[src/rtl/fpx_pkg.sv]
package fpx_pkg;

  localparam int INSTR_W    = 32;
  localparam int POS_PRE    = 24;
  localparam int POS_UP     = 23;
  localparam int POS_CNT_HI = 22;
  localparam int POS_WB     = 21;
  localparam int POS_CNT_LO = 15;
  localparam logic [INSTR_W-1:0] WB_OPC = 32'h0240_0000;

  typedef enum logic [2:0] {
    UOP_ADDR   = 3'd0,
    UOP_DLO    = 3'd1,
    UOP_DHI    = 3'd2,
    UOP_WB_ADD = 3'd3,
    UOP_WB_SUB = 3'd4
  } uop_kind_e;

  // number of registers moved; code 0 stands for four
  function automatic logic [2:0] fpx_reg_count(input logic [INSTR_W-1:0] instr,
                                               input logic single);
    logic [1:0] code;
    code = {instr[POS_CNT_HI], instr[POS_CNT_LO]};
    if (single)        return 3'd1;
    if (code == 2'd0)  return 3'd4;
    return {1'b0, code};
  endfunction

  // eight-bit immediate scaled to bytes
  function automatic logic [INSTR_W-1:0] fpx_disp(input logic [7:0] imm);
    return {{(INSTR_W-10){1'b0}}, imm, 2'b00};
  endfunction

  // base-adjust word: condition kept, opcode ORed, base as source and target
  function automatic logic [INSTR_W-1:0] fpx_wb_word(input logic [INSTR_W-1:0] instr);
    logic [INSTR_W-1:0] w;
    logic [3:0]         rn;
    rn = instr[19:16];
    w  = instr & 32'hF000_0000;
    w  = w | WB_OPC;
    w  = w | ({28'd0, rn} << 16) | ({28'd0, rn} << 12);
    w  = w | fpx_disp(instr[7:0]);
    return w;
  endfunction

endpackage

[src/rtl/fpx_decode.sv]
module fpx_decode
  import fpx_pkg::*;
#(
  parameter int OFF_W = 32,
  parameter int CNT_W = 3,
  parameter int STEP  = 12
) (
  input  logic [INSTR_W-1:0] instr,
  input  logic               single,
  output logic [CNT_W-1:0]   cnt,
  output logic [OFF_W-1:0]   start_off,
  output logic [OFF_W-1:0]   step_off,
  output logic               wb_en,
  output logic               wb_sub,
  output logic [INSTR_W-1:0] wb_word
);

  logic [INSTR_W-1:0] disp;

  always_comb begin
    disp      = fpx_disp(instr[7:0]);
    cnt       = CNT_W'(fpx_reg_count(instr, single));
    start_off = instr[POS_PRE] ? OFF_W'(disp) : '0;
    step_off  = instr[POS_UP] ? OFF_W'(STEP) : (OFF_W'(0) - OFF_W'(STEP));
    wb_en     = instr[POS_WB];
    wb_sub    = !instr[POS_UP];
    wb_word   = fpx_wb_word(instr);
  end

endmodule

[src/rtl/fpx_sequencer.sv]
module fpx_sequencer
  import fpx_pkg::*;
#(
  parameter int OFF_W = 32,
  parameter int CNT_W = 3,
  parameter int IDX_W = 2
) (
  input  logic               clk,
  input  logic               rst_n,
  input  logic               in_valid,
  output logic               in_ready,
  input  logic [INSTR_W-1:0] in_instr,
  input  logic [CNT_W-1:0]   dec_cnt,
  input  logic [OFF_W-1:0]   dec_start,
  input  logic [OFF_W-1:0]   dec_step,
  input  logic               dec_wb,
  input  logic               dec_wb_sub,
  input  logic [INSTR_W-1:0] dec_wb_word,
  input  logic               out_ready,
  output logic               busy,
  output logic [IDX_W-1:0]   grp,
  output logic [1:0]         phase,
  output logic [OFF_W-1:0]   gaddr,
  output logic               wb_sub,
  output logic [INSTR_W-1:0] instr_q,
  output logic [INSTR_W-1:0] wb_word_q,
  output logic               last,
  output logic               ev_accept,
  output logic               ev_fire
);

  localparam logic [1:0] PH_ADDR = 2'd0;
  localparam logic [1:0] PH_HI   = 2'd2;
  localparam logic [1:0] PH_WB   = 2'd3;

  logic [CNT_W-1:0] cnt_q;
  logic [OFF_W-1:0] step_q;
  logic             wb_q;
  logic             last_grp;

  assign in_ready  = !busy;
  assign ev_accept = in_valid && !busy;
  assign ev_fire   = busy && out_ready;
  assign last_grp  = (CNT_W'(grp) + CNT_W'(1)) == cnt_q;
  assign last      = busy && ((phase == PH_WB) || (phase == PH_HI && last_grp && !wb_q));

  always_ff @(posedge clk) begin
    if (!rst_n) begin
      busy      <= 1'b0;
      grp       <= '0;
      phase     <= PH_ADDR;
      gaddr     <= '0;
      cnt_q     <= '0;
      step_q    <= '0;
      wb_q      <= 1'b0;
      wb_sub    <= 1'b0;
      instr_q   <= '0;
      wb_word_q <= '0;
    end else if (ev_accept) begin
      busy      <= 1'b1;
      grp       <= '0;
      phase     <= PH_ADDR;
      gaddr     <= dec_start;
      cnt_q     <= dec_cnt;
      step_q    <= dec_step;
      wb_q      <= dec_wb;
      wb_sub    <= dec_wb_sub;
      instr_q   <= in_instr;
      wb_word_q <= dec_wb_word;
    end else if (ev_fire) begin
      if (last) begin
        busy  <= 1'b0;
        phase <= PH_ADDR;
        grp   <= '0;
      end else if (phase == PH_HI) begin
        if (last_grp) begin
          phase <= PH_WB;
        end else begin
          phase <= PH_ADDR;
          grp   <= grp + IDX_W'(1);
          gaddr <= gaddr + step_q;
        end
      end else begin
        phase <= phase + 2'd1;
      end
    end
  end

  // the group index never reaches the latched count
  a_r1_index_in_range: assert property (@(posedge clk) disable iff (!rst_n)
    busy |-> (CNT_W'(grp) < cnt_q));

  // the writeback slot only exists when writeback was requested
  a_r7_wb_slot_needs_flag: assert property (@(posedge clk) disable iff (!rst_n)
    (busy && phase == PH_WB) |-> wb_q);

endmodule

[src/rtl/fpx_uop_format.sv]
module fpx_uop_format
  import fpx_pkg::*;
#(
  parameter int OFF_W  = 32,
  parameter int IDX_W  = 2,
  parameter int HI_OFF = 4
) (
  input  logic               busy,
  input  logic [1:0]         phase,
  input  logic [IDX_W-1:0]   grp,
  input  logic [OFF_W-1:0]   gaddr,
  input  logic               wb_sub,
  input  logic [INSTR_W-1:0] instr_q,
  input  logic [INSTR_W-1:0] wb_word_q,
  output logic               valid,
  output uop_kind_e          kind,
  output logic [IDX_W-1:0]   index,
  output logic [OFF_W-1:0]   offset,
  output logic [INSTR_W-1:0] word
);

  always_comb begin
    valid  = busy;
    index  = grp;
    offset = gaddr;
    word   = instr_q;
    unique case (phase)
      2'd0: kind = UOP_ADDR;
      2'd1: kind = UOP_DLO;
      2'd2: begin
        kind   = UOP_DHI;
        offset = gaddr + OFF_W'(HI_OFF);
      end
      default: begin
        kind   = wb_sub ? UOP_WB_SUB : UOP_WB_ADD;
        index  = '0;
        offset = '0;
        word   = wb_word_q;
      end
    endcase
  end

endmodule

[src/rtl/fpx_expander.sv]
module fpx_expander
  import fpx_pkg::*;
#(
  parameter int OFF_W    = 32,
  parameter int MAX_REGS = 4,
  parameter int STEP     = 12,
  parameter int HI_OFF   = 4
) (
  input  logic        clk,
  input  logic        rst_n,
  input  logic        in_valid,
  output logic        in_ready,
  input  logic [31:0] in_instr,
  input  logic        in_single,
  output logic        uop_valid,
  input  logic        uop_ready,
  output logic [2:0]  uop_kind,
  output logic [1:0]  uop_index,
  output logic [31:0] uop_offset,
  output logic [31:0] uop_word,
  output logic        uop_last
);

  localparam int CNT_W = $clog2(MAX_REGS + 1);
  localparam int IDX_W = $clog2(MAX_REGS);

  logic [CNT_W-1:0]   dec_cnt;
  logic [OFF_W-1:0]   dec_start, dec_step;
  logic               dec_wb, dec_wb_sub;
  logic [INSTR_W-1:0] dec_wb_word;

  logic               busy, wb_sub, ev_accept, ev_fire;
  logic [IDX_W-1:0]   grp;
  logic [1:0]         phase;
  logic [OFF_W-1:0]   gaddr;
  logic [INSTR_W-1:0] instr_q, wb_word_q;
  uop_kind_e          kind;
  logic [IDX_W-1:0]   idx;
  logic [OFF_W-1:0]   off;

  fpx_decode #(.OFF_W(OFF_W), .CNT_W(CNT_W), .STEP(STEP)) u_dec (
    .instr(in_instr), .single(in_single), .cnt(dec_cnt), .start_off(dec_start),
    .step_off(dec_step), .wb_en(dec_wb), .wb_sub(dec_wb_sub), .wb_word(dec_wb_word)
  );

  fpx_sequencer #(.OFF_W(OFF_W), .CNT_W(CNT_W), .IDX_W(IDX_W)) u_seq (
    .clk(clk), .rst_n(rst_n), .in_valid(in_valid), .in_ready(in_ready),
    .in_instr(in_instr), .dec_cnt(dec_cnt), .dec_start(dec_start),
    .dec_step(dec_step), .dec_wb(dec_wb), .dec_wb_sub(dec_wb_sub),
    .dec_wb_word(dec_wb_word), .out_ready(uop_ready), .busy(busy), .grp(grp),
    .phase(phase), .gaddr(gaddr), .wb_sub(wb_sub), .instr_q(instr_q),
    .wb_word_q(wb_word_q), .last(uop_last), .ev_accept(ev_accept), .ev_fire(ev_fire)
  );

  fpx_uop_format #(.OFF_W(OFF_W), .IDX_W(IDX_W), .HI_OFF(HI_OFF)) u_fmt (
    .busy(busy), .phase(phase), .grp(grp), .gaddr(gaddr), .wb_sub(wb_sub),
    .instr_q(instr_q), .wb_word_q(wb_word_q), .valid(uop_valid), .kind(kind),
    .index(idx), .offset(off), .word(uop_word)
  );

  assign uop_kind   = kind;
  assign uop_index  = 2'(idx);
  assign uop_offset = 32'(off);

  // a stalled micro-op holds every field
  a_r8_hold: assert property (@(posedge clk) disable iff (!rst_n)
    (uop_valid && !uop_ready) |=> (uop_valid && $stable(uop_kind) && $stable(uop_index)
      && $stable(uop_offset) && $stable(uop_word) && $stable(uop_last)));

  // taking the final micro-op frees the input side
  a_r9_reopen: assert property (@(posedge clk) disable iff (!rst_n)
    (ev_fire && uop_last) |=> in_ready);

  // the stream does not break before the last flag
  a_r7_no_gap: assert property (@(posedge clk) disable iff (!rst_n)
    (ev_fire && !uop_last) |=> uop_valid);

  // a writeback micro-op always closes the stream
  a_r6_wb_is_last: assert property (@(posedge clk) disable iff (!rst_n)
    (uop_valid && (uop_kind == UOP_WB_ADD || uop_kind == UOP_WB_SUB)) |-> uop_last);

  // address is followed by the low word, low by high
  a_r4_addr_then_lo: assert property (@(posedge clk) disable iff (!rst_n)
    (ev_fire && uop_kind == UOP_ADDR) |=> (uop_valid && uop_kind == UOP_DLO
      && uop_offset == $past(uop_offset)));
  a_r4_lo_then_hi: assert property (@(posedge clk) disable iff (!rst_n)
    (ev_fire && uop_kind == UOP_DLO) |=> (uop_valid && uop_kind == UOP_DHI
      && uop_offset == $past(uop_offset) + 32'd4));

  // next group address moves by twelve in the instruction's direction
  a_r5_group_step: assert property (@(posedge clk) disable iff (!rst_n)
    (ev_fire && uop_kind == UOP_DHI && !uop_last && uop_word[POS_WB] == 1'b0)
      |=> (uop_kind == UOP_ADDR && uop_offset == $past(uop_offset) - 32'd4
        + (uop_word[POS_UP] ? 32'd12 : 32'hFFFF_FFF4)));

  // no acceptance while a stream is pending
  a_r9_single_accept: assert property (@(posedge clk) disable iff (!rst_n)
    ev_accept |=> (uop_valid && uop_kind == UOP_ADDR && uop_index == 2'd0));

endmodule

[config.mk]
export PLATFORM = sky130hd
export DESIGN_NAME = fpx_expander
export DESIGN_NICKNAME = d
export VERILOG_FILES = /design/src/rtl/fpx_pkg.sv /design/src/rtl/fpx_decode.sv /design/src/rtl/fpx_sequencer.sv /design/src/rtl/fpx_uop_format.sv /design/src/rtl/fpx_expander.sv
export SDC_FILE = /design/constraint.sdc
export NUM_CORES = 1
export LEC_CHECK = 0
export CORE_AREA = 2 2 110 112
export DETAILED_ROUTE_END_ITERATION = 8
export DIE_AREA = 0 0 112 114
export HOLD_SLACK_MARGIN = 0.03
export PLACE_DENSITY = 0.78
export SYNTH_ARGS = -nofsm -noshare
export SYNTH_HDL_FRONTEND = slang
export SYNTH_SLANG_ARGS = --single-unit
[constraint.sdc]
create_clock -name clk -period 2.84 [get_ports clk]
set_input_delay 0.568 -clock clk [delete_from_list [all_inputs] [get_ports clk]]
set_output_delay 0.568 -clock clk [all_outputs]
set_load 0.02 [all_outputs]
==> summary.txt, run 1 <==
Clock network
  • Clock root buffer: clkbuf_16
  • Max Root-Sink Buffers: 2
  • CTS tree: done
  • Worst-path clk slew: approximately 0.060 ns
  • CTS Buf Count: 9
  • Hold-fix buffers at CTS: 0
  • Clk sinks: slightly above 70
  • H-tree levels: 3
  • Clock Latency Late Sink: approximately 0.34 ns

GRT
  • GR peak layer: met2
  • Global-route wire length before repair: about 25000 µm
  • GR met1 Demand/Resource: around 28%
  • Pin count of the biggest net entering global routing: 52
  • Remaining global-route overflow: 0
  • Met2 Usage GRT: between 40% and 50%
  • Antenna violations before repair: 0
  • Vias in the first global route: 5229
  • GR Util met3: 6.96%
  • Total track usage: about a quarter

Pwr
  • Switching portion of total power: approximately a quarter
  • Int Power: between 0.002 and 0.0025 W
  • Leakage: between 2 and 3 nW
  • Max IR drop VDD: a little under 0.3 mV
  • Clock group share of total power: roughly 45%
  • Switching power: just under 0.0007 W
  • Comb pwr share: roughly 16%
  • Sequential Power Share: ~40%
  • Cell Pwr Density: approximately 380 nW/µm²

Outcome
  • Status: finished clean

STA
  • FMAX: 363 MHz
  • Slew HR: 27.8%
  • Layout Skew: approximately 0.0093 ns
  • Fin crit period: 2.76 ns
  • Fin. Hold Viols: 0
  • Final Slew Violations: 0
  • RSZ-0062 raised after global routing: true
  • Crit share post-route: 97.1%
  • Tightest Pin Transition: ~1.1 ns
  • Final count of negative-setup-slack endpoints: 0

Min path
  • Worst min path class: flop to flop

Synthesis
  • Synth unique cells: 62
  • Post-synthesis register bit count: 72
  • Top-area cell type share of the netlist area: between 20% and 30%
  • Post-synthesis cell count: between 700 and 800
  • Synth cell count leaders: nand2_1 (158), dfxtp_1 (72), nor2_1 (52)
  • Yosys top cell by area: dfxtp_1
  • Post-synth EDFFs: 0
  • Count leader, synth: nand2_1
  • Warnings, synthesis: 0
  • Sequential area share after synthesis: a little over a quarter
  • Top cells by area, synth: dfxtp_1 (26%), nand2_1 (11%), ha_1 (7.1%)
  • Synth async-reset ratio: 0%
  • Top_reg_cell synth: dfxtp_1
  • Synth Cell Area: roughly 5500 µm²
  • Avg Cell Area, Syn: between 7 and 8 µm²

Setup path
  • RR Startpoint: u_seq.gaddr[2]
  • CP arrival: approximately 2.2 ns
  • Crit path launch: u_seq.gaddr[11]
  • Critical Path Source Type: flop
  • Worst Setup End Kind: output port
  • R2R Path End: u_seq.gaddr[28]
  • Max Fanout on Critical Path: 4
  • Reg2Reg Depth: 10
  • R2R Setup Slk: approximately 0.09 ns
  • Worst Setup EP: uop_offset[20]
  • Critical path class: flop to output port
  • Required time worst endpoint: 2.27 ns

Finish
  • Synthesis-to-layout area growth: 31.5%
  • Non-Filler Instances: 1030
  • N_diodes: 0
  • Layout cell share with drive strength beyond 1: ~11%
  • Multi-input logic area: 3810 µm²
  • Final Cell Area: roughly 7200 µm²
  • FILL cells: 1059
  • Nets@finish: 947
  • Sequential cell area: roughly 1400 µm²

Drt
  • Vias post-DR: between 5000 and 6000
  • Pre-antenna DRT Iters: 7
  • Vias per Instance: approximately 5.5
  • WL final: between 10000 and 15000 µm
  • DR WL/cell: between 10 and 15 µm
  • DRC: 0
  • Routed Antenna Nets: 0
  • Drt first-iter violations: around 320

Place
  • Port Buf Inserts: 106
  • Placed inst area: 6870 µm²
  • Dpl cells: approximately 1000
  • Post-DP HPWL: about 11000 µm
  • GP Congestion: between 0.9 and 1

Job
  • Max-Cap Viols: 0

Die
  • Initial core utilization: between 40 and 50%
  • Die Height: about 110 µm
  • Core Region: about 12000 µm²
  • DIE AREA: around 13000 µm²
  • Io pins: 109
  • Die width: 112 µm
  • Cell row count: 40
## flip-flops by register name, summed over array words and instances (netlist names)
signal           flops
u_seq.gaddr         30
u_seq.instr_q       31
u_seq.phase          2
u_seq.grp            2
u_seq.wb_word_q      2
u_seq.busy           1
u_seq.cnt_q          3
u_seq.step_q         1
## power by group through the flow
stage                     clock network [W]  logic [W]  registers [W]
final                               0.00123   0.000428        0.00108
after global placement                    0   0.000421        0.00110
after global routing                0.00130   0.000468        0.00108
after detailed placement                  0   0.000426        0.00110
after CTS                           0.00124   0.000429        0.00108
after floorplan                           0   0.000243        0.00110
## logic make-up (layout without fill, tap and decap cells)
| group | after synthesis | in the layout | synth area share [%] |
|---|---|---|---|
| simple gates | 352 | 352 | 30.7 |
| compound gates | 190 | 190 | 22.7 |
| flops | 72 | 72 | 26.4 |
| buf+inv | 64 | 186 | 4.70 |
| xor+xnor | 46 | 46 | 7.39 |
| fa+ha+maj | 32 | 32 | 7.48 |
| mux | 3 | 3 | 0.551 |
| other cells | 1 | 2 | 0.0688 |
## area by class of cell
type,instances,area share [%]
Multi-Input combinational cell,625,53.1
Sequential cell,72,20.2
Timing Repair Buffer,158,19.2
Clock buffer,13,3.49
Tap cell,147,2.56
Clock inverter,3,0.907
Inverter,12,0.628
## layout by cell type (no fill, tap or decap), types with 5 or more instances in the layout
cell type,netlist,routed
nand2_1,158,157
clkdlybuf4s50_1,0,80
dfxtp_1,72,70
nor2_1,52,50
buf_4,4,50
a21oi_1,45,45
o21ai_0,42,40
a21boi_0,39,39
ha_1,31,31
nand3_1,30,29
xor2_1,29,29
and2_1,28,28
nand4_1,18,18
xnor2_1,17,17
inv_1,12,12
nor3_1,13,11
nor2b_1,11,10
a211oi_1,9,9
and3_1,9,9
clkbuf_16,0,9
dlygate4sd2_1,0,9
or3_1,8,8
buf_2,1,8
clkbuf_2,0,8
o21a_1,6,6
a21o_1,6,6
a31oi_1,5,5
o211ai_1,5,5
o21bai_1,5,5
o22ai_1,5,5
## what timing repair did
action | CTS | global route
setup endpoints to repair | 25 | 45
buffers inserted | 3 | 1
gates resized for setup | 44 | 33
pin swaps | 3 | 8
## metrics by stage
| stage | setup WS [ns] | TNS (ns) | hold slack, ns | utilization [%] | power [W] |
|---|---|---|---|---|---|
| 6_report | 0.0838 | 0 | 0.458 | 61.3 | 0.00273 |
| 5_1_grt | -0.0672 | -0.124 | 0.490 | 61.3 | 0.00285 |
| 4_1_cts | -0.0462 | -0.0858 | 0.462 | 61.6 | 0.00274 |
| 3_5_place_dp | -0.0428 | -0.0772 | 0.455 | 58.7 | 0.00152 |
| 3_3_place_gp | 0.0380 | 0 | 0.446 | 58.7 | 0.00152 |
| 2_1_floorplan | 0.152 | 0 | 0.439 | - | 0.00134 |
## layer usage
metal	routed length, µm	up-vias	part of all wire, %
met1	6320	2592	42
li1	-	2906	-
met2	7110	188	48
met3	1230	25	8.2
met5	0	-	0
met4	225	0	1.5
## critical path: stages, from the launching register on
cell and delay, ns:
dfxtp_1 0.33, nand4_1 0.20, buf_4 0.20, nor4_2 0.15, buf_4 0.17, buf_4 0.13, nand4_1 0.11, xor2_1 0.16
nor2_1 0.08, dlygate4sd2_1 0.33
## how the worst min path moves through the flow
stage	start	to	slack, ns	depth (start not counted)
finish	u_seq.instr_q[26]	u_seq.instr_q[26]	0.46	2
CTS	u_seq.instr_q[26]	u_seq.instr_q[26]	0.46	2
global placement	u_seq.instr_q[26]	u_seq.instr_q[26]	0.45	2
detailed placement	u_seq.instr_q[26]	u_seq.instr_q[26]	0.45	2
floorplan	u_seq.instr_q[10]	u_seq.instr_q[10]	0.44	2
global route	u_seq.instr_q[9]	u_seq.instr_q[9]	0.49	2
Power figures use the tool's default switching activity.
==> inputs of run 2 (changes only) <==
Settings changed: CTS_CLUSTER_DIAMETER set to 120, SETUP_SLACK_MARGIN set to 0.15.
==> run 2 against run 1 <==
Core utilization up 1.7 points. Non-clock buffer count up 5. Die area unchanged. Combinational power up 2%. Critical path type unchanged.
==> summary.txt, run 2 (same netlist as run 1, synthesis figures left out) <==
Place
  • Port Buf Inserts: ~110
  • Post-DP HPWL: approximately 11000 µm
  • Dpl ws: -0.0428 ns
  • GP Congestion: between 0.9 and 1
  • Dpl cells: between 1000 and 1500

STA
  • Fin crit period: around 2.8 ns
  • RSZ-0062 raised after global routing: true
  • Tightest Pin Transition: around 1.1 ns
  • Fin. Hold Viols: 0
  • Worst Slack Setup Final: 0.0652 ns
  • Slew HR: between 20% and 30%
  • FMAX: between 300 and 400 MHz
  • Setup TNS Final: 0 ns
  • Layout Skew: 0.00880 ns
  • Final count of negative-setup-slack endpoints: 0
  • Crit share post-route: approximately 98%
  • Final Slew Violations: 0

Drt
  • DR WL/cell: 14.9 µm
  • Routed Antenna Nets: 0
  • DRC: 0
  • Pre-antenna DRT Iters: 6
  • Drt first-iter violations: ~330
  • WL final: ~15000 µm
  • Vias per Instance: ~5.6
  • Vias post-DR: a little under 6000

Finish
  • Biggest register: u_seq.instr_q
  • Layout cell share with drive strength beyond 1: between 10% and 20%
  • Final core utilization: 63.0%
  • Non-Filler Instances: about 1000
  • Nets@finish: ~950
  • FILL cells: just over 1000
  • N_diodes: 0
  • Commonest non-fill, non-tap cell in the layout: nand2_1
  • Top Registers: u_seq.instr_q (31), u_seq.gaddr (30), u_seq.cnt_q (3)
  • Commonest non-fill, non-tap cells in the layout: nand2_1 (156), clkdlybuf4s50_1 (76), buf_4 (63)
  • Synthesis-to-layout area growth: 35.3%
  • Max reg flops: 31

GRT
  • Total track usage: about a quarter
  • Pin count of the biggest net entering global routing: between 50 and 60
  • Global-route wire length before repair: about 25000 µm
  • Antenna violations before repair: 0
  • Vias in the first global route: 5286
  • Remaining global-route overflow: 0

Clock network
  • CTS Buf Count: 9
  • Worst-path clk slew: roughly 0.06 ns
  • Clock Latency Late Sink: 0.34 ns
  • Clk sinks: 72
  • Clock root buffer: clkbuf_16
  • CTS tree: done
  • Max Root-Sink Buffers: 2
  • H-tree levels: 3

Die
  • DIE AREA: ~13000 µm²
  • Initial core utilization: between 40 and 50%
  • Io pins: approximately 110
  • Die Height: 114 µm
  • Die width: around 110 µm
  • Cell row count: 40
  • Core Region: about 12000 µm²

Pwr
  • Cell Pwr Density: between 300 and 400 nW/µm²
  • Leakage: just over 3 nW
  • Max IR drop VDD: 0.303 mV

Job
  • Max-Cap Viols: 0

Setup path
  • Worst Setup End Kind: output port
  • Max Fanout on Critical Path: 5
  • Critical path class: flop to output port
  • Critical Path Source Type: flop
  • Required time worst endpoint: 2.27 ns
  • CP arrival: 2.21 ns

Min path
  • Worst min path class: flop to flop

Outcome
  • Status: finished clean
## run 2: cell count changes in the layout (fill, tap and decap cells not counted), sizes merged
cell / previous run / this run
clkdlybuf4s50: 80 / 76
dlymetal6s2s: 0 / 3
dlygate4sd2: 9 / 5
clkdlybuf4s15: 1 / 0
buf: 60 / 74
clkbuf: 21 / 18
## run 2: per-layer routing
metal | vias to the layer above | routed length, µm | GRT usage, %
li1 | 2915 | - | -
met1 | 2644 | 6510 | 28.2
met2 | 190 | 7360 | 41.0
met3 | 29 | 1240 | 7.17
met4 | 0 | 317 | 6.99
met5 | - | 0 | 0
## run 2: final cells by class
| type | instances | area, µm² | area share (%) |
|---|---|---|---|
| clock inverter | 3 | 65.1 | 0.882 |
| inverter | 12 | 45.0 | 0.611 |
| multi-input combinational | 625 | 3930 | 53.3 |
| tap | 147 | 184 | 2.49 |
| clock buffer | 13 | 250 | 3.39 |
| sequential | 72 | 1460 | 19.8 |
| timing repair buffer | 163 | 1440 | 19.5 |
## run 2: report_power, final
group	switching, W	internal (W)	total, W
Sequential	0.0000306	0.00105	0.00108
Combinational	0.000233	0.000202	0.000435
Clock	0.000434	0.000793	0.00123
Total	0.000698	0.00204	0.00274
## run 2: repair_timing
item,4_1_cts,5_1_grt
setup endpoints to repair,51,53
gates resized for setup,82,74
pin swaps,8,21
buffers inserted,3,6
hold buffers,0,0
## run 2: critical path, cell delays in order (launching register included)
cell and delay, ns:
dfxtp_2 0.33, nand4_1 0.14, buf_4 0.18, nor4_4 0.37, buf_4 0.18, buf_6 0.10, nand4_1 0.10, xnor2_1 0.17
and2_1 0.17, buf_6 0.12
## run 2: path summary, 6_finish.rpt
check               startpoint                 to  slack (ns)  depth (start not counted)
min          u_seq.instr_q[26]  u_seq.instr_q[26]        0.46                          2
max             u_seq.phase[1]     uop_offset[25]        0.07                          9
min reg2reg  u_seq.instr_q[26]  u_seq.instr_q[26]        0.46                          2
max reg2reg     u_seq.gaddr[2]    u_seq.gaddr[28]        0.15                         10
## run 2: stage by stage
stage          hold WS (ns)  power (W)  instance area [µm²]
6_report              0.458    0.00274                 7380
3_3_place_gp          0.446    0.00152                 6870
5_1_grt               0.490    0.00286                 7380
4_1_cts               0.462    0.00274                 7210
3_5_place_dp          0.455    0.00152                 6870
2_1_floorplan         0.439    0.00134                 5460
